## src/rtl/rmw_pkg.sv

```systemverilog
package rmw_pkg;

    typedef enum logic [2:0] {
        OP_ASL = 3'd0,
        OP_LSR = 3'd1,
        OP_ROL = 3'd2,
        OP_ROR = 3'd3,
        OP_INC = 3'd4,
        OP_DEC = 3'd5,
        OP_TSB = 3'd6,
        OP_TRB = 3'd7
    } rmw_op_e;

    typedef enum logic [1:0] {
        ST_IDLE   = 2'd0,
        ST_READ   = 2'd1,
        ST_MODIFY = 2'd2,
        ST_WRITE  = 2'd3
    } rmw_state_e;

    // flag mask bit positions {N,Z,C}
    localparam int FLG_N = 2;
    localparam int FLG_Z = 1;
    localparam int FLG_C = 0;

endpackage

```

## src/rtl/rmw_alu.sv

```systemverilog
module rmw_alu
    import rmw_pkg::*;
#(
    parameter int DW = 8
) (
    input  rmw_op_e         op,
    input  logic [DW-1:0]   mem,
    input  logic [DW-1:0]   acc,
    input  logic            cin,
    output logic [DW-1:0]   res,
    output logic            n_o,
    output logic            z_o,
    output logic            c_o,
    output logic [2:0]      upd_o
);

    logic bit_test;

    always_comb begin
        res      = mem;
        c_o      = cin;
        upd_o    = 3'b111;
        bit_test = 1'b0;
        unique case (op)
            OP_ASL: {c_o, res} = {mem, 1'b0};
            OP_LSR: {res, c_o} = {1'b0, mem};
            OP_ROL: {c_o, res} = {mem, cin};
            OP_ROR: {res, c_o} = {cin, mem};
            OP_INC: begin
                res   = mem + DW'(1);
                upd_o = 3'b110;
            end
            OP_DEC: begin
                res   = mem - DW'(1);
                upd_o = 3'b110;
            end
            OP_TSB: begin
                res      = mem | acc;
                upd_o    = 3'b010;
                bit_test = 1'b1;
            end
            OP_TRB: begin
                res      = mem & ~acc;
                upd_o    = 3'b010;
                bit_test = 1'b1;
            end
        endcase
        n_o = res[DW-1];
        z_o = bit_test ? ((mem & acc) == '0) : (res == '0);
    end

endmodule

```

## src/rtl/rmw_fsm.sv

```systemverilog
module rmw_fsm
    import rmw_pkg::*;
(
    input  logic        clk,
    input  logic        rst_n,
    input  logic        start,
    input  logic        rdy,
    output rmw_state_e  state,
    output logic        load_en,
    output logic        cap_mem,
    output logic        cap_res,
    output logic        rw_n,
    output logic        lock_n,
    output logic        done
);

    rmw_state_e state_nx;

    always_ff @(posedge clk) begin
        if (!rst_n) state <= ST_IDLE;
        else        state <= state_nx;
    end

    always_comb begin
        state_nx = state;
        unique case (state)
            ST_IDLE:   if (start) state_nx = ST_READ;
            ST_READ:   if (rdy)   state_nx = ST_MODIFY;
            ST_MODIFY: if (rdy)   state_nx = ST_WRITE;
            ST_WRITE:  if (rdy)   state_nx = ST_IDLE;
        endcase
    end

    always_comb begin
        load_en = 1'b0;
        cap_mem = 1'b0;
        cap_res = 1'b0;
        rw_n    = 1'b1;
        lock_n  = 1'b1;
        done    = 1'b0;
        unique case (state)
            ST_IDLE:   load_en = start;
            ST_READ:   cap_mem = rdy;
            ST_MODIFY: begin
                lock_n  = 1'b0;
                cap_res = rdy;
            end
            ST_WRITE: begin
                lock_n = 1'b0;
                rw_n   = 1'b0;
                done   = rdy;
            end
        endcase
    end

    // leaving the read cycle always lands in modify
    assert_read_then_modify_R2: assert property (@(posedge clk) disable iff (!rst_n)
        (state == ST_READ && rdy) |=> (state == ST_MODIFY));

endmodule

```

## src/rtl/rmw_seq_unit.sv

```systemverilog
module rmw_seq_unit
    import rmw_pkg::*;
#(
    parameter int AW = 16,
    parameter int DW = 8
) (
    input  logic          clk,
    input  logic          rst_n,
    input  logic          start,
    input  logic [2:0]    op_sel,
    input  logic [AW-1:0] eff_addr,
    input  logic [DW-1:0] acc_val,
    input  logic          carry_in,
    input  logic          rdy,
    input  logic [DW-1:0] rd_data,
    output logic [AW-1:0] bus_addr,
    output logic [DW-1:0] wr_data,
    output logic          rw_n,
    output logic          lock_n,
    output logic          done,
    output logic          flag_n,
    output logic          flag_z,
    output logic          flag_c,
    output logic [2:0]    flag_upd
);

    rmw_state_e    state;
    logic          load_en, cap_mem, cap_res;
    logic [AW-1:0] ea_q;
    rmw_op_e       op_q;
    logic [DW-1:0] acc_q, mem_q, res_q;
    logic          cin_q;
    logic [DW-1:0] alu_res;
    logic          alu_n, alu_z, alu_c;
    logic [2:0]    alu_upd, upd_q;
    logic          n_q, z_q, c_q;

    rmw_fsm u_fsm (
        .clk     (clk),
        .rst_n   (rst_n),
        .start   (start),
        .rdy     (rdy),
        .state   (state),
        .load_en (load_en),
        .cap_mem (cap_mem),
        .cap_res (cap_res),
        .rw_n    (rw_n),
        .lock_n  (lock_n),
        .done    (done)
    );

    rmw_alu #(.DW(DW)) u_alu (
        .op    (op_q),
        .mem   (mem_q),
        .acc   (acc_q),
        .cin   (cin_q),
        .res   (alu_res),
        .n_o   (alu_n),
        .z_o   (alu_z),
        .c_o   (alu_c),
        .upd_o (alu_upd)
    );

    always_ff @(posedge clk) begin
        if (!rst_n) begin
            ea_q  <= '0;
            op_q  <= OP_ASL;
            acc_q <= '0;
            cin_q <= 1'b0;
        end else if (load_en) begin
            ea_q  <= eff_addr;
            op_q  <= rmw_op_e'(op_sel);
            acc_q <= acc_val;
            cin_q <= carry_in;
        end
    end

    always_ff @(posedge clk) begin
        if (!rst_n)       mem_q <= '0;
        else if (cap_mem) mem_q <= rd_data;
    end

    always_ff @(posedge clk) begin
        if (!rst_n) begin
            res_q <= '0;
            n_q   <= 1'b0;
            z_q   <= 1'b0;
            c_q   <= 1'b0;
            upd_q <= '0;
        end else if (cap_res) begin
            res_q <= alu_res;
            n_q   <= alu_n;
            z_q   <= alu_z;
            c_q   <= alu_c;
            upd_q <= alu_upd;
        end
    end

    assign bus_addr = ea_q;
    assign wr_data  = res_q;
    assign flag_n   = n_q;
    assign flag_z   = z_q;
    assign flag_c   = c_q;
    assign flag_upd = done ? upd_q : 3'b000;

    // a write never happens without the bus lock
    assert_write_locked_R3: assert property (@(posedge clk) disable iff (!rst_n)
        !rw_n |-> !lock_n);

    // the lock is taken while the bus is still reading (modify cycle)
    assert_lock_taken_in_read_R4: assert property (@(posedge clk) disable iff (!rst_n)
        $fell(lock_n) |-> rw_n);

    // a stalled cycle keeps address and control lines still
    assert_stall_holds_R5: assert property (@(posedge clk) disable iff (!rst_n)
        (state != ST_IDLE && !rdy) |=> ($stable(bus_addr) && $stable(rw_n) && $stable(lock_n)));

    // done only with the write strobe
    assert_done_in_write_R8: assert property (@(posedge clk) disable iff (!rst_n)
        done |-> (!rw_n && rdy));

    // bus released right after completion
    assert_unlock_after_done_R3: assert property (@(posedge clk) disable iff (!rst_n)
        done |=> (lock_n && rw_n && !done));

endmodule

```

## config.mk

```make
export PLATFORM = sky130hd
export DESIGN_NAME = rmw_seq_unit
export DESIGN_NICKNAME = d
export VERILOG_FILES = /design/src/rtl/rmw_pkg.sv /design/src/rtl/rmw_alu.sv /design/src/rtl/rmw_fsm.sv /design/src/rtl/rmw_seq_unit.sv
export SDC_FILE = /design/constraint.sdc
export NUM_CORES = 1
export LEC_CHECK = 0
export ABC_AREA = 1
export BUFFER_PORTS_ARGS = -buffer_cell sky130_fd_sc_hd__buf_2
export CORE_AREA = 2 2 76 78
export DETAILED_ROUTE_END_ITERATION = 8
export DIE_AREA = 0 0 78 80
export PLACE_DENSITY = 0.78
export SYNTH_ARGS = -nofsm -noshare
export SYNTH_HDL_FRONTEND = slang
export SYNTH_SLANG_ARGS = --single-unit
```

## constraint.sdc

```tcl
create_clock -name clk -period 2.3 [get_ports clk]
set_input_delay 0.23 -clock clk [delete_from_list [all_inputs] [get_ports clk]]
set_output_delay 0.23 -clock clk [all_outputs]
set_load 0.05 [all_outputs]
```

; After elaboration in Yosys (flattened, before gate mapping)
; Index checks and enable logic that the tools add are counted.
[word_totals]
reg_bits = 52
out_inout_bits = 33
inputBits = 40
[classes]
mux = 17
reduce_logical = 10
n_bitwise = 4
add_sub_neg = 2
n_eq_ne = 14
[op_table]
columns = cell, n
row1 = $pmux W8 S8, 1
row2 = $and A8 B8 Y8, 2
row3 = $logic_not A8 Y1, 2
row4 = $eq A3 B3 Y1 const B, 4
row5 = $reduce_or A2 Y1, 5
row6 = $add A8 B1 Y8 const B, 1
row7 = $mux W1, 8
row8 = $mux W2, 4
row9 = $ne A2 B2 Y1 const B, 4
row10 = $not A8 Y8, 1
row11 = $or A8 B8 Y8, 1
row12 = $pmux W2 S4, 1
row13 = $sub A8 B1 Y8 const B, 1
row14 = $eq A3 B2 Y1 const B, 2
row15 = $pmux W3 S2, 1
row16 = $eq A2 B2 Y1 const B, 2
row17 = $reduce_and A4 Y1, 1
row18 = $eq A3 B1 Y1 const B, 1
row19 = $logic_not A3 Y1, 1
row20 = $mux W3, 1
row21 = $eq A2 B1 Y1 const B, 1
row22 = $logic_not A2 Y1, 1
row23 = $pmux W1 S2, 1

; Depth between registers and ports, before layout
[logic_depth]
ltp_word = 5
mapped_depth = 17
depth_no_buf = 17

; Modules after synthesis
; From an unflattened synthesis, not the netlist that was laid out.
[unflattened]
cells_unflattened = 532
hier_area_um2 = 3250.6
[by_module_without_submodules]
columns = module, seq_area_each_um2, n_inst, area_each_um2, cells_per_inst
row1 = rmw_seq_unit, 1001.0, 1, 2103.3, 323
row2 = rmw_alu, 0.0, 1, 925.9, 171
row3 = rmw_fsm, 40.0, 1, 221.5, 38

; Worst setup path before layout
; Ideal clock, no wire load.
[synth_timing]
kind = reg-to-reg
start = register u_fsm.state[0]
end = register u_fsm.state[1]
path_stages_with_launch = 9
n_path_buf = 0
t_arrival_ns = 1.851
synth_period_minus_slack_ns = 1.971
slack_ns = 0.329
required_time_ns = 2.180
path_cell_list = dfxtp_1 > inv_1 > ha_1 > nor2_1 > a21oi_1 > a21oi_1 > inv_1 > o21ai_0 > a21oi_1
[synth_via]
elab_chain_cells = 3
word_cells_on_any_way = 10
cone_classes = 7 x eq/ne / 1 x mux / 2 x reduce/logical
[synth_rtl]
columns = item, line_no
row1 = from (decl), rmw_fsm.sv:8  ; output rmw_state_e state,
row2 = from (signal assigned), rmw_fsm.sv:21  ; else state <= state_nx;
row3 = $eq A2 B2 Y1 (tied with other cells), rmw_fsm.sv:26  ; unique case (state)
row4 = $ne A2 B2 Y1 (no source line), -
row5 = $reduce_and A4 Y1 (no source line), -
; Parallel ways exist; a longest one is shown, timed or not.
; A chain may end at the register's enable or synchronous reset.

; Worst setup path in the final report
[layout_timing]
start = register mem_q[1]
end = register z_q (netlist: flag_z)
[layout_via]
elab_chain_cells = 4
word_cells_on_any_way = 9
cone_classes = 2 x add/sub / 2 x mux / 3 x bitwise / 2 x reduce/logical
[layout_rtl]
columns = item, line_no
row1 = from (decl), rmw_seq_unit.sv:31  ; logic [DW-1:0] acc_q, mem_q, res_q;
row2 = from (signal assigned), rmw_seq_unit.sv:80  ; else if (cap_mem) mem_q <= rd_data;
row3 = $sub A8 B1 Y8 (tied with other cells), rmw_alu.sv:34  ; res = mem - DW'(1);
row4 = $pmux W8 S8, rmw_alu.sv:24  ; unique case (op)
row5 = $logic_not A8 Y1, rmw_alu.sv:49  ; z_o = bit_test ? ((mem & acc) == '0) : (res == '0);
row6 = $mux W1 (*), rmw_alu.sv:49
row7 = to (signal assigned), rmw_seq_unit.sv:93  ; z_q <= alu_z;
row8 = to (decl), rmw_seq_unit.sv:36  ; logic n_q, z_q, c_q;
; Every way passes the cells marked *; elsewhere a longest branch is shown, timed or not.

==> out/results.ini <==
[synth]
ys_seq_area_share_pct = 37.0
synth.largest_area_cell = dfxtp_1
synthArstFlopShare_pct = 0
synth.yosys.warnings = 0
synth_top_area_share_pct = 37.0
synth_area_per_cell_um2 = 6.89
synth_edf_count = 0
synthesis.nets = 448
ys_top_cells_by_count = 65 x nor2_1, 54 x o21ai_0, 51 x dfxtp_1
synth.ff_latch_count = 51
synth.most_common_cell = nor2_1
synth_ff_type = dfxtp_1
synth_cell_types = 33
synthTopCellsByArea = dfxtp_1 37%, o21ai_0 9.8%, nor2_1 8.9%, inv_1 6.8%, nand2_1 6.4%
synth_area_um2 = 2760
syn_inst = 400

[clocking]
cts_tree = built
clk_pin_slew_ns = 0.09
clk_latency_ns = 0.30
h-tree-depth = 2
cts_buffers = 5
clockBufferDepth = 2
clock-root-buffer = clkbuf_8
cts_sinks = 51
cts_hold_buffers = 0

[grt]
grt_pass1_vias = 2723
grt_use_total_pct = 24.2
grt_overflow = 0
antenna_found_initial = 0
grt_first_pass_wirelength_mm = 12.2
grt_max_degree = 43

[final_layout]
num_antenna_cells = 0
nNetsFinal = 518
fillCellCount = 531
syn_to_final_growth_pct = 19.1
fin_cells = 542
layout-drive-gt1-share_pct = 23.2

[setup_path]
path_max_fanout = 5
startpoint = mem_q[1]
r2r_setup_slack_ns = 0.24
critPathArrivalTime_ns = 2.29
end_kind = flip-flop
required_ns = 2.54
reg2reg_from = mem_q[1]
crit_type = flip-flop to flip-flop
ff2ff_path_depth = 14
critPathLaunchType = flip-flop

[power]
vdd_ir_drop_max_v = 0.000597
p_per_area_nw_per_um2 = 1130
p_leak_nw = 1.64

[die]
die_h_um = 80
die_w_um = 78
rows = 27
fp.coreArea_um2 = 5410
initial_core_util_pct = 51.0
die_area_um2 = 6240
pin_count = 73

[timing]
setup_violations = 0
timing.final.max_slew_violations = 0
rsz0062_at_grt = false
clock_skew_ns = 0.00354
relSlewSlack_pct = 59.0
setup_tns_ns = 0
fin_hold_ws_ns = 0.174
worst_slack_ns = 0.244
fmax_ghz = 0.486
worstMarginPinSlew_ns = 0.614
min_period_over_period_pct = 89.4
final_hold_viol_count = 0
min_period_ns = 2.06

[routing]
routed-via-count = 2832
detail-route-antenna-nets = 0
wl_met2_mm = 3.29
wl_mm = 7.07
met1_length_mm = 3.22
drt-initial-drc-count = 286
drc_errors = 0
wl_met3_um = 445
vias_per_cell = 5.23
routedWlPerCell_um = 13.0
top_layer = met4
drtPass1Iterations = 4

[hold_path]
hold_start = eff_addr[7]
min_delay_path_depth = 3
hold_path.class = primary input to flip-flop

[place]
io_buffers = 72
dpl.hpwl_mm = 5.41
placed_cells = 535
finalWeightedCongestion = 0.917
pre_cts_ws_ns = 0.169

[run]
max-cap-violations = 0

[outcome]
outcome = finished, final reports clean

-- cell type report --
cell class / count / area [um2] / share of cell area (%)
multi-input cells: 277 / 1430 / 43.6
flip-flops and latches: 51 / 1020 / 31.2
repair buffers: 82 / 435 / 13.3
inverters: 53 / 199 / 6.06
well taps: 72 / 90.1 / 2.74
clock buffers: 6 / 72.6 / 2.21
clock inverters: 1 / 30.0 / 0.915
-- worst max-delay path, stage by stage, from the launching register on --
cell     delay [ns]
dfxtp_1        0.45
inv_1          0.16
nand2_1        0.12
nand2_1        0.07
inv_1          0.08
ha_1           0.22
nand2_1        0.07
nand3_1        0.10
nor2_2         0.13
nand2_1        0.07
nor2_1         0.11
nand4_1        0.08
nor2_1         0.11
nand3_1        0.10
a21oi_2        0.12
-- cells by family after synthesis --
| group | after synthesis | share of synthesized area [%] |
|---|---|---|
| simple gates | 164 | 27.4 |
| compound gates | 104 | 20.7 |
| buf+inv | 72 | 11.0 |
| fa+ha+maj | 8 | 3.63 |
| xor+xnor | 1 | 0.318 |
| flops | 51 | 37.0 |
-- layout by cell type (no fill, tap or decap), types with 8 or more instances in the layout --
cell	count
buf_2	72
nor2_1	65
o21ai_0	54
inv_1	50
dfxtp_1	49
nand2_1	47
a21oi_1	33
nand3_1	27
buf_4	10
ha_1	8
-- report_power, final --
part           internal, mW  switching, mW
clock network         0.319          0.283
logic                 0.503           1.30
registers              1.12          0.186
total                  1.94           1.77
-- stage by stage --
stage | power, mW | utilization (%) | cell area (um2)
after floorplan | 2.69 | - | 2760
after global placement | 3.06 | 58.8 | 3180
after detailed placement | 3.11 | 58.8 | 3180
after CTS | 3.71 | 60.7 | 3280
after global routing | 3.99 | 60.7 | 3280
final | 3.71 | 60.7 | 3280
-- sequential cells by signal (all words and copies together), names as in the netlist --
register	cells
mem_q	8
flag_z	1
wr_data	8
u_fsm.state	2
acc_q	8
cin_q	1
flag_c	1
op_q	3
upd_q	3
bus_addr	16
-- final timing paths --
check,endpoint
setup reg to reg,flag_z
hold reg to reg,upd_q[1]
setup / recovery,flag_z
hold / removal,bus_addr[7]
-- repair_timing --
action / 4_1_cts / 5_1_grt
hold endpoints to repair: 0 / 0
setup buffers: 0 / 0
resized for setup: 0 / 2
endpoints found under the setup margin: 0 / 2
-- per-layer routing --
metal / global-route usage (%) / up-vias
li1: - / 1455
met1: 31.0 / 1273
met2: 41.0 / 91
met3: 4.75 / 13
met4: 7.72 / 0
met5: 0 / -
Power figures use the tool's default switching activity.
